## src/rtl/rtc_pkg.sv

```systemverilog
package rtc_pkg;
  // what the mode controller asks the counter and flag to do this cycle
  typedef enum logic [1:0] {
    ACT_NONE  = 2'd0,
    ACT_LOAD  = 2'd1,
    ACT_HALT  = 2'd2,
    ACT_ENTER = 2'd3
  } rtc_act_e;
endpackage

```

## src/rtl/rtc_mode_ctl.sv

```systemverilog
module rtc_mode_ctl
  import rtc_pkg::*;
(
  input  logic     clk_i,
  input  logic     rst_ni,
  input  logic     start_i,
  input  logic     stop_i,
  input  logic     tmo_on_i,
  input  logic     tmo_off_i,
  input  logic     rx_xfer_i,
  output logic     tmo_q_o,
  output rtc_act_e act_o
);
  logic tmo_q;

  always_ff @(posedge clk_i or negedge rst_ni) begin
    if (!rst_ni)        tmo_q <= 1'b0;
    else if (tmo_on_i)  tmo_q <= 1'b1;
    else if (tmo_off_i) tmo_q <= 1'b0;
  end

  // the lockout follows the registered mode, so a timeout-off strobe frees start/stop from the next cycle
  always_comb begin
    act_o = ACT_NONE;
    if (tmo_on_i)     act_o = ACT_ENTER;
    else if (tmo_q) begin
      if (rx_xfer_i)  act_o = ACT_LOAD;
    end
    else if (start_i) act_o = ACT_LOAD;
    else if (stop_i)  act_o = ACT_HALT;
  end

  assign tmo_q_o = tmo_q;
endmodule

```

## src/rtl/rtc_down_cnt.sv

```systemverilog
module rtc_down_cnt
  import rtc_pkg::*;
#(
  parameter int CNT_W = 16
) (
  input  logic             clk_i,
  input  logic             rst_ni,
  input  rtc_act_e         act_i,
  input  logic [CNT_W-1:0] preload_i,
  input  logic             cnt_en_i,
  output logic [CNT_W-1:0] count_o,
  output logic             run_o,
  output logic             term_o
);
  localparam logic [CNT_W-1:0] CntZero = '0;
  localparam logic [CNT_W-1:0] CntOne  = CNT_W'(1);

  logic [CNT_W-1:0] cnt_q;
  logic             run_q;
  logic             tick;

  assign tick   = (act_i == ACT_NONE) && run_q && cnt_en_i;
  assign term_o = tick && (cnt_q == CntZero);

  always_ff @(posedge clk_i or negedge rst_ni) begin
    if (!rst_ni) begin
      cnt_q <= CntZero;
      run_q <= 1'b0;
    end else begin
      unique case (act_i)
        ACT_LOAD: begin
          cnt_q <= preload_i;
          run_q <= 1'b1;
        end
        ACT_HALT, ACT_ENTER: run_q <= 1'b0;
        default: begin
          if (term_o)    run_q <= 1'b0;
          else if (tick) cnt_q <= cnt_q - CntOne;
        end
      endcase
    end
  end

  assign count_o = cnt_q;
  assign run_o   = run_q;
endmodule

```

## src/rtl/rtc_ready_flag.sv

```systemverilog
module rtc_ready_flag
  import rtc_pkg::*;
(
  input  logic     clk_i,
  input  logic     rst_ni,
  input  rtc_act_e act_i,
  input  logic     term_i,
  output logic     ready_o
);
  logic rdy_q;

  always_ff @(posedge clk_i or negedge rst_ni) begin
    if (!rst_ni)                                     rdy_q <= 1'b0;
    else if (act_i == ACT_HALT || act_i == ACT_ENTER) rdy_q <= 1'b0;
    else if (term_i)                                 rdy_q <= 1'b1;
  end

  assign ready_o = rdy_q;
endmodule

```

## src/rtl/rx_timeout_ctr.sv

```systemverilog
module rx_timeout_ctr
  import rtc_pkg::*;
#(
  parameter int CNT_W = 16
) (
  input  logic             clk_i,
  input  logic             rst_ni,
  input  logic             start_i,
  input  logic             stop_i,
  input  logic             tmo_on_i,
  input  logic             tmo_off_i,
  input  logic             rx_xfer_i,
  input  logic [CNT_W-1:0] preload_i,
  input  logic             cnt_en_i,
  output logic [CNT_W-1:0] count_o,
  output logic             ready_o
);
  rtc_act_e act;
  logic     tmo_q;
  logic     run;
  logic     term;

  rtc_mode_ctl u_mode (
    .clk_i     (clk_i),
    .rst_ni    (rst_ni),
    .start_i   (start_i),
    .stop_i    (stop_i),
    .tmo_on_i  (tmo_on_i),
    .tmo_off_i (tmo_off_i),
    .rx_xfer_i (rx_xfer_i),
    .tmo_q_o   (tmo_q),
    .act_o     (act)
  );

  rtc_down_cnt #(.CNT_W(CNT_W)) u_cnt (
    .clk_i     (clk_i),
    .rst_ni    (rst_ni),
    .act_i     (act),
    .preload_i (preload_i),
    .cnt_en_i  (cnt_en_i),
    .count_o   (count_o),
    .run_o     (run),
    .term_o    (term)
  );

  rtc_ready_flag u_flag (
    .clk_i   (clk_i),
    .rst_ni  (rst_ni),
    .act_i   (act),
    .term_i  (term),
    .ready_o (ready_o)
  );

  logic unused_run;
  assign unused_run = run;
endmodule

```

## config.mk

```make
export PLATFORM = sky130hd
export DESIGN_NAME = rx_timeout_ctr
export DESIGN_NICKNAME = d
export VERILOG_FILES = /design/src/rtl/rtc_pkg.sv /design/src/rtl/rtc_mode_ctl.sv /design/src/rtl/rtc_down_cnt.sv /design/src/rtl/rtc_ready_flag.sv /design/src/rtl/rx_timeout_ctr.sv
export SDC_FILE = /design/constraint.sdc
export NUM_CORES = 1
export LEC_CHECK = 0
export ABC_AREA = 1
export BUFFER_PORTS_ARGS = -buffer_cell sky130_fd_sc_hd__buf_2
export CORE_AREA = 2 2 58 60
export DETAILED_ROUTE_END_ITERATION = 8
export DIE_AREA = 0 0 60 62
export PLACE_DENSITY = 0.74
export SYNTH_ARGS = -nofsm -noshare
export SYNTH_HDL_FRONTEND = slang
export SYNTH_HIERARCHICAL = 1
export SYNTH_SLANG_ARGS = --single-unit
```

## constraint.sdc

```tcl
create_clock -name clk_i -period 3.2 [get_ports clk_i]
set_input_delay 0.64 -clock clk_i [delete_from_list [all_inputs] [get_ports clk_i]]
set_output_delay 0.64 -clock clk_i [all_outputs]
set_load 0.01 [all_outputs]
```

==> results by group, run 1 <==
Die
  • Die area: 3720 um2
  • Die H: roughly 62 um
  • Initial Util: 0.467
  • Top Ports: 41
  • Core ar.: ~3200 um2
  • Num rows: 21
  • Die X: around 60 um

Critical path
  • Worst EP required: between 3000 and 4000 ps
  • WS Path Type: in2reg
  • Worst stage delay on the critical path: between 200 and 300 ps
  • Worst setup EP type: register
  • Worst-path fanout max: 23
  • Worst path arrival time: just under 2000 ps
  • Crit path cell chain: buf_2 -> nor2_1 -> nand2_1 -> nand2_1 -> inv_2 -> nand2_1 -> buf_4 -> nand2_2 -> nand2_4 -> inv_4 -> nand2_1 -> o21ai_2
  • CP startpoint kind: primary input
  • Slowest CP cell: buf_4
  • R2r setup slk: ~1500 ps
  • Cell mode on critical path: nand2_1

Clock tree
  • Post_cts resized: 0
  • CTS Buf Count: 3
  • Clock sink total: 19
  • Hold-fix buffers, CTS: 0
  • CTS Buffer Depth: 2
  • CTS tree: built
  • Worst-path clk slew: between 100 and 150 ps
  • Worst-Skew Late Latency: approximately 300 ps
  • H-tree depth: 1
  • Setup repair bufs after CTS: 0
  • CTS root buffer: clkbuf_4

STA
  • Worst-Margin Slew: about 430 ps
  • Fin Hold WS: 255 ps
  • Fmax: about 0.57 GHz
  • Final period util: 0.545
  • Final Hold Vio Count: 0
  • Worst relative slew slack: 0.711
  • Tmin final: approximately 1700 ps
  • Unrepaired setup endpoints after global routing: no
  • Clk_skew: 8.33 ps
  • Final setup viols: 0
  • Final Slew Violations: 0
  • Setup TNS: 0 ps

Power
  • Sw frac: 0.472
  • Sw power: about 480 uW
  • Internal power: 535 uW
  • Comb pwr share: 0.496
  • Sequential share of power: 0.378
  • Pleak: between 0.0009 and 0.001 uW
  • Power Density: 583 nW/um2
  • Clock power frac: 0.125
  • Max VDD drop: 0.258 mV

Global route
  • Met1 GRT Util: 0.259
  • Grt peak-use layer: met2
  • First-pass GRT wire length: 5650 um
  • Vias in the first global route: roughly 1300
  • GRT met2 Usage: 0.342
  • Met3 Usage GRT: 0.0311
  • Total track usage: 0.200
  • Pin count of the biggest net entering global routing: 24
  • Initial antenna violation count: 0
  • Grt ovf: 0

Placed design
  • Number of buffers added on ports: 40
  • GPL Wtd Cong: slightly above 0.8
  • DP HPWL: 2590 um

Layout
  • Commonest non-fill, non-tap cells in the layout: nand2_1 (74), buf_2 (40), nor2_1 (34), inv_1 (28), dfrtp_1 (19)
  • Area growth, synth to finish: 16.9%
  • Final-stage net count: slightly below 300
  • Final core occ: 0.546
  • ANT cells: 0
  • Fillcell total: 336
  • Most common cell after layout, fill and taps aside: nand2_1
  • Layout cell share with drive strength beyond 1: 0.286

Detailed routing
  • DR iter-0 viols: a little over 70
  • Routed WL per cell: roughly 11 um
  • Vias: 1473
  • DRC errors left: 0
  • Iteration count of the initial detailed-routing pass: 5
  • Antenna-violating nets left: 0
  • Final WL: 3410 um
  • Vias per cell: approximately 4.7

Worst hold path
  • Min-Delay Path Class: in2async

Flow run
  • Max-Cap Viols: 0

Synth
  • Post-Syn Instances: 229
  • Mapped Area: about 1500 um2
  • Synthesized flop and latch total: 19
  • Sequential area share after synthesis: 0.320
  • Netlist cell types: 26
  • Mapped Nets: roughly 250
  • Mapped Avg Cell Area: 6.49 um2
  • Synth Warn #: 6

Run status
  • Status: completed
## synth_stat cells (all sizes together)
cell    instances  share of area
buf             4          0.024
o21ai          18          0.081
nor2           43           0.13
nand3b          2          0.010
nand3          21          0.086
or2             1         0.0042
dfrtp          19           0.32
clkbuf          1         0.0025
ha              1         0.0084
inv            31          0.080
nand2          81           0.22
a21oi           6          0.025
nand4           1         0.0042
## cells by family after synthesis
logic type,synth area share
adder cells (fa/ha/maj),0.00842
AO/OA/AOI/OAI,0.106
buffers and inverters,0.107
flip-flops,0.320
AND/OR/NAND/NOR,0.458
## power by group through the flow
stage	clock network, uW	logic [uW]	registers (uW)
floorplan	0	342	401
global placement	0	495	390
detailed placement	0	501	390
CTS	131	505	384
global route	141	574	396
finish	127	502	383
## worst max-delay path: cells and delay by family
family                 cells  cell delay (ps)
AO/OA/AOI/OAI              1               50
buffers and inverters      4              540
AND/OR/NAND/NOR            7              680
## area by class of cell
type                    instances  area [um2]  area share
repair buffers                 41         208       0.120
clock buffers                   4        26.3      0.0151
well taps                      46        57.6      0.0331
multi-input cells             174         851       0.490
inverters                      31         119      0.0684
flip-flops and latches         19         475       0.274
## through the flow
step                instance area (um2)  std cells  setup slack [ps]  power (uW)
finish                             1740        315              1460        1010
global route                       1740        315              1290        1110
CTS                                1740        315              1470        1020
detailed placement                 1710        311              1150         890
global placement                   1710        311              1210         885
floorplan                          1490        229              1480         743
## final timing paths
path,start,to,cells after the start
setup / recovery,start_i,u_cnt/count_o[7]$_DFFE_PN0P_,12
hold / removal,rst_ni,u_cnt/count_o[11]$_DFFE_PN0P_,1
setup reg to reg,u_mode/tmo_q_o$_DFFE_PN0P_,u_cnt/count_o[7]$_DFFE_PN0P_,11
hold reg to reg,u_flag/ready_o$_DFFE_PN0P_,u_flag/ready_o$_DFFE_PN0P_,2
max in group asynchronous,rst_ni,u_cnt/count_o[8]$_DFFE_PN0P_,1
min in group clk_i,tmo_off_i,u_mode/tmo_q_o$_DFFE_PN0P_,2
## metal layers
layer	vias up	part of all wire
met5	-	0
met4	0	0.011
met3	6	0.040
met2	36	0.46
met1	642	0.49
li1	789	-
## state kept, by name, indices dropped and copies added, names as in the netlist
| name | flops |
|---|---|
| u_flag/ready_o | 1 |
| u_cnt/run_o | 1 |
| u_cnt/count_o | 16 |
| u_mode/tmo_q_o | 1 |
Note: power is estimated with default switching activity, not from simulation.
==> inputs of run 2 (changes only) <==
==> constraint.sdc (replaced) <==
create_clock -name clk_i -period 1.77 [get_ports clk_i]
set_input_delay 0.354 -clock clk_i [delete_from_list [all_inputs] [get_ports clk_i]]
set_output_delay 0.354 -clock clk_i [all_outputs]
set_load 0.01 [all_outputs]
==> results by group, run 2 (synthesized netlist as in run 1, its figures left out) <==
Critical path
  • Worst path bufs/invs: 2 (-2)
  • Slowest CP cell: dfrtp_1
  • Crit-path leading delay family: simple AND/OR/NAND/NOR gates
  • Crit path cell chain: inv_1 -> ha_1 -> nand2_2 -> nor2_4 -> nand3_4 -> nand2_8 -> inv_4 -> nand2_1 -> o21ai_2
  • CP startpoint kind: register
  • R2r setup slk: 140 ps (-1350 ps)
  • Worst path arrival time: 1820 ps (-120 ps)
  • Worst setup EP type: register
  • Worst EP required: 1960 ps (-1440 ps)
  • WS Path Type: reg2reg
  • Worst-path fanout max: 17 (-26%)
  • Worst stage delay on the critical path: 410 ps (+150 ps)

Detailed routing
  • DRC errors left: 0 (unchanged)
  • Vias: 1509 (+2.4%)
  • Routed WL per cell: 10.6 um (-2.0%)
  • Final WL: 3400 um (-0.18%)
  • DR iter-0 viols: 130 (+83%)
  • Iteration count of the initial detailed-routing pass: 4 (-1)
  • Antenna-violating nets left: 0 (unchanged)
  • Vias per cell: 4.70 (+0.53%)

Die
  • Num rows: 21 (unchanged)
  • Initial Util: 0.467 (unchanged)
  • Die area: 3720 um2 (unchanged)
  • Top Ports: 41 (unchanged)
  • Die X: 60 um (unchanged)
  • Core ar.: 3180 um2 (unchanged)
  • Die H: 62 um (unchanged)

Layout
  • Area growth, synth to finish: 21.8%
  • ANT cells: 0 (unchanged)
  • Final core occ: 0.569 (+0.0228)
  • Final std cells w/o fill: 321 (+1.9%)
  • Commonest non-fill, non-tap cells in the layout: nand2_1 (74), buf_2 (40), nor2_1 (34), inv_1 (27), dfrtp_1 (19)
  • Final-stage net count: 301 (+2.0%)
  • Max reg flops: 16 (unchanged)
  • Most common cell after layout, fill and taps aside: nand2_1
  • Finished Cell Area: 1810 um2 (+4.2%)
  • Layout cell share with drive strength beyond 1: 0.302 (+0.0156)

Power
  • Sw frac: 0.467 (-0.00430)
  • Pleak: 0.000969 uW (+3.0%)
  • Clock power frac: 0.122 (-0.003)
  • Sequential share of power: 0.366 (-0.012)
  • Internal power: 996 uW (+86%)
  • Power Density: 1030 nW/um2 (+77%)
  • Max VDD drop: 0.542 mV (+110%)
  • Sw power: 874 uW (+83%)
  • Comb pwr share: 0.512 (+0.016)

STA
  • Setup TNS: 0 ps (unchanged)
  • Final setup viols: 0 (unchanged)
  • Fmax: about 0.61 GHz
  • Final period util: 0.919
  • Final Slew Violations: 0 (unchanged)
  • Clk_skew: 13.1 ps (+4.77 ps)
  • Final Hold Vio Count: 0 (unchanged)
  • Worst relative slew slack: 0.699 (-0.0119)
  • Tmin final: about 1600 ps
  • Unrepaired setup endpoints after global routing: no
  • Worst-Margin Slew: 451 ps (+17.8 ps)

Run status
  • Status: completed

Flow run
  • Max-Cap Viols: 0 (unchanged)

Global route
  • Total track usage: 0.198 (-0.00244)
  • Grt ovf: 0 (unchanged)
  • Pin count of the biggest net entering global routing: 20 (-17%)
  • First-pass GRT wire length: 5470 um (-3.2%)
  • Initial antenna violation count: 0 (unchanged)
  • Vias in the first global route: 1258 (-3.7%)

Placed design
  • Dpl cell area: 1740 um2 (+1.8%)
  • Placed cell count: 315 (+1.3%)
  • Number of buffers added on ports: 40 (unchanged)
  • DP HPWL: 2590 um (+0.10%)
  • GPL Wtd Cong: 0.858 (+4.1%)

Clock tree
  • Worst-Skew Late Latency: 300 ps (about the same)
  • Worst-path clk slew: 100 ps (-20 ps)
  • CTS Buf Count: 3 (unchanged)
  • Clock sink total: 19 (unchanged)
  • CTS root buffer: clkbuf_4
  • H-tree depth: 1 (unchanged)
  • CTS Buffer Depth: 2 (unchanged)
  • CTS tree: built

Worst hold path
  • Min-Delay Path Class: in2reg
==> run 2: cell count changes in the layout (fill, tap and decap cells not counted) <==
cell / delta
buf_4: +4
buf_12: +1
clkinvlp_4: +1
dlygate4sd3_1: +1
inv_1: -1
nand2_4: -1
nand2_8: +1
==> run 2: worst reg2reg max path: stages, from the launching register on <==
cell     delay (ps)
dfrtp_1         410
inv_1           110
ha_1            210
nand2_2         120
nor2_4          160
nand3_4         120
nand2_8         120
inv_4           110
nand2_1         110
o21ai_2          50
==> run 2: metrics by stage <==
step | hold WS, ps | power, uW | setup WS (ps)
final | 224 | 1870 | 144
after global routing | 195 | 2060 | 16.2
after CTS | 214 | 1860 | 113
after detailed placement | 328 | 1630 | 97.8
after global placement | 326 | 1620 | 98.3
after floorplan | 58.4 | 1340 | 251
==> run 2: area by class of cell <==
| class | instances | area, um2 |
|---|---|---|
| Tap cell | 46 | 57.6 |
| Inverter | 31 | 123 |
| Sequential cell | 19 | 475 |
| Timing Repair Buffer | 47 | 268 |
| Clock buffer | 4 | 26.3 |
| Multi-Input combinational cell | 174 | 860 |
| Fill cell | 327 | 1370 |
==> run 2: final timing paths <==
kind | from | to | cells past startpoint
worst min-delay path | tmo_off_i | u_mode/tmo_q_o$_DFFE_PN0P_ | 2
min in group asynchronous | rst_ni | u_cnt/count_o[2]$_DFFE_PN0P_ | 2
max in group asynchronous | rst_ni | u_cnt/count_o[6]$_DFFE_PN0P_ | 2
worst max register to register | u_cnt/count_o[0]$_DFFE_PN0P_ | u_cnt/count_o[6]$_DFFE_PN0P_ | 9
worst min register to register | u_flag/ready_o$_DFFE_PN0P_ | u_flag/ready_o$_DFFE_PN0P_ | 2
worst max-delay path | u_cnt/count_o[0]$_DFFE_PN0P_ | u_cnt/count_o[6]$_DFFE_PN0P_ | 9
==> run 2: power groups by stage <==
stage	Combinational, uW	Clock (uW)	Sequential, uW
detailed placement	938	0	696
global placement	925	0	698
finish	957	228	685
floorplan	618	0	725
global route	1090	265	706
CTS	944	231	688
==> run 2: routing by layer <==
metal / GRT usage / wire length [um] / vias up
met2: 0.331 / 1640 / 44
met4: 0.0667 / 25 / 0
met5: 0 / 0 / -
met3: 0.0352 / 158 / 4
li1: - / - / 801
met1: 0.259 / 1580 / 660
==> run 2: repair_timing <==
item | 4_1_cts | 5_1_grt
setup buffers | 0 | 1
hold buffers | 1 | 0
gates resized for setup | 0 | 2
endpoints found under the setup margin | 0 | 3
hold endpoints to repair | 13 | 0
==> inputs of run 3 (changes only) <==
--- a/config.mk
+++ b/config.mk
@@ -7,10 +7,12 @@
 export LEC_CHECK = 0
 export ABC_AREA = 1
 export BUFFER_PORTS_ARGS = -buffer_cell sky130_fd_sc_hd__buf_2
-export CORE_AREA = 2 2 58 60
+export CELL_PAD_IN_SITES_DETAIL_PLACEMENT = 1
+export CELL_PAD_IN_SITES_GLOBAL_PLACEMENT = 1
+export CORE_AREA = 2 2 68 70
 export DETAILED_ROUTE_END_ITERATION = 8
-export DIE_AREA = 0 0 60 62
-export PLACE_DENSITY = 0.74
+export DIE_AREA = 0 0 70 72
+export PLACE_DENSITY_LB_ADDON = 0.1
 export SYNTH_ARGS = -nofsm -noshare
 export SYNTH_HDL_FRONTEND = slang
 export SYNTH_HIERARCHICAL = 1
==> results by group, run 3 (synthesized netlist as in run 1, its figures left out) <==
Power
  • Sequential share of power: 0.336 (-0.030)
  • Max VDD drop: 0.359 mV (-34%)
  • Power consumption: 2050 uW (+9.4%)
  • Sw power: 960 uW (+9.9%)
  • Internal power: 1090 uW (+9.0%)
  • Clock power frac: 0.159 (+0.037)
  • Comb pwr share: 0.504 (-0.008)
  • Power Density: 1110 nW/um2 (+7.6%)
  • Pleak: 0.000996 uW (+2.8%)
  • Sw frac: 0.469 (+0.00213)

Placed design
  • DP HPWL: 3440 um (+33%)
  • Number of buffers added on ports: 40 (unchanged)
  • Dpl cell area: 1790 um2 (+2.6%)
  • GPL Wtd Cong: 0.803 (-6.3%)

Clock tree
  • Hold-fix buffers, CTS: 0 (-1)
  • Worst-Skew Late Latency: 270 ps (-30 ps)
  • CTS Buf Count: 3 (unchanged)
  • Setup repair bufs after CTS: 0 (unchanged)
  • H-tree depth: 1 (unchanged)
  • Worst-path clk slew: 80 ps (-20 ps)
  • Clock sink total: 19 (unchanged)
  • CTS tree: built
  • CTS root buffer: clkbuf_8
  • CTS Buffer Depth: 2 (unchanged)
  • Post_cts resized: 0 (unchanged)

Critical path
  • Worst path bufs/invs: 2 (unchanged)
  • CP startpoint kind: register
  • Worst EP required: 1940 ps (-20 ps)
  • WS Path Type: reg2reg
  • Worst stage delay on the critical path: 390 ps (-20 ps)
  • Worst setup EP type: register
  • Worst-path fanout max: 17 (unchanged)
  • Crit path cell chain: inv_1 -> ha_1 -> nand2_2 -> nor2_4 -> nand3_4 -> nand2_4 -> inv_6 -> nand2_1 -> o21ai_2
  • Worst path arrival time: 1760 ps (-60 ps)
  • Slowest CP cell: dfrtp_1
  • Crit-path leading delay family: simple AND/OR/NAND/NOR gates

Die
  • Core ar.: 4260 um2 (+34%)
  • Top Ports: 41 (unchanged)
  • Die area: 5040 um2 (+35%)
  • Initial Util: 0.348 (-0.119)
  • Num rows: 24 (+14%)
  • Die H: 72 um (+16%)
  • Die X: 70 um (+17%)

Layout
  • ANT cells: 0 (unchanged)
  • Commonest non-fill, non-tap cells in the layout: nand2_1 (74), buf_2 (40), nor2_1 (34), inv_1 (28), dfrtp_1 (19)
  • Most common cell after layout, fill and taps aside: nand2_1
  • Layout cell share with drive strength beyond 1: 0.313 (+0.0111)
  • Max reg flops: 16 (unchanged)
  • Area growth, synth to finish: 23.8%
  • Final-stage net count: 304 (+1.0%)
  • Finished Cell Area: 1840 um2 (+1.7%)

STA
  • Unrepaired setup endpoints after global routing: no
  • Setup TNS: 0 ps (unchanged)
  • Tmin final: 1600 ps (-30.2 ps)
  • Worst relative slew slack: 0.685 (-0.0144)
  • Final setup viols: 0 (unchanged)
  • Final period util: 0.902 (-0.0171)
  • Final Slew Violations: 0 (unchanged)
  • Fmax: 0.627 GHz (+1.9%)
  • Final Hold Vio Count: 0 (unchanged)
  • Worst-Margin Slew: 473 ps (+21.6 ps)
  • Clk_skew: 5.86 ps (-7.25 ps)

Detailed routing
  • Vias: 1559 (+3.3%)
  • DRC errors left: 0 (unchanged)
  • Final WL: 4400 um (+29%)
  • Routed WL per cell: 13.3 um (+26%)
  • Iteration count of the initial detailed-routing pass: 4 (unchanged)
  • Antenna-violating nets left: 0 (unchanged)
  • DR iter-0 viols: 60 (-54%)
  • Vias per cell: 4.72 (+0.50%)

Global route
  • Vias in the first global route: 1612 (+28%)
  • First-pass GRT wire length: 7710 um (+41%)
  • Initial antenna violation count: 0 (unchanged)
  • Pin count of the biggest net entering global routing: 20 (unchanged)
  • Grt ovf: 0 (unchanged)
  • Total track usage: 0.191 (-0.00607)

Run status
  • Status: completed

Flow run
  • Max-Cap Viols: 0 (unchanged)

Worst hold path
  • Min-Delay Path Class: in2async
==> run 3: metrics by stage <==
step                 util  hold WS (ps)  instances  setup WS [ps]
finish              0.431          31.2        330            174
global route        0.431          59.5        330           2.70
CTS                 0.430          48.7        330            133
detailed placement  0.419           346        326           60.4
global placement    0.419           337        326            120
floorplan               -          58.4        229            251
==> run 3: routing by layer <==
metal / track usage / wire [um] / vias up
met5: 0 / 0 / -
met4: 0.0513 / 44 / 0
met3: 0.0236 / 128 / 4
met2: 0.322 / 2100 / 24
met1: 0.263 / 2120 / 724
li1: - / - / 807
==> run 3: power by group through the flow <==
stage	clock, uW	combinational (uW)	sequential, uW
CTS	341	1040	690
global placement	0	1010	698
detailed placement	0	1030	698
global route	354	1180	710
finish	325	1030	688
floorplan	0	618	725
==> run 3: final timing paths <==
check | startpoint | cells past startpoint | to | slack, ps
worst max-delay path | u_cnt/count_o[1]$_DFFE_PN0P_ | 9 | u_cnt/count_o[2]$_DFFE_PN0P_ | 170
worst min register to register | u_flag/ready_o$_DFFE_PN0P_ | 2 | u_flag/ready_o$_DFFE_PN0P_ | 500
min in group clk_i | tmo_off_i | 2 | u_mode/tmo_q_o$_DFFE_PN0P_ | 250
max in group asynchronous | rst_ni | 1 | u_cnt/count_o[4]$_DFFE_PN0P_ | 1420
worst min-delay path | rst_ni | 1 | u_cnt/count_o[3]$_DFFE_PN0P_ | 30
worst max register to register | u_cnt/count_o[1]$_DFFE_PN0P_ | 9 | u_cnt/count_o[2]$_DFFE_PN0P_ | 170
==> run 3: worst reg2reg max path, stage by stage, from the launching register on <==
cell and delay (ps):
dfrtp_1 390, inv_1 100, ha_1 210, nand2_2 130, nor2_4 170, nand3_4 110, nand2_4 140, inv_6 100
nand2_1 100, o21ai_2 50
==> run 3: cell type report <==
cell class / count / area, um2
Clock buffer: 3 / 41.3
Clock inverter: 1 / 5.00
Fill cell: 605 / 2420
Inverter: 31 / 121
Multi-Input combinational cell: 174 / 856
Sequential cell: 19 / 475
Tap cell: 52 / 65.1
Timing Repair Buffer: 50 / 275
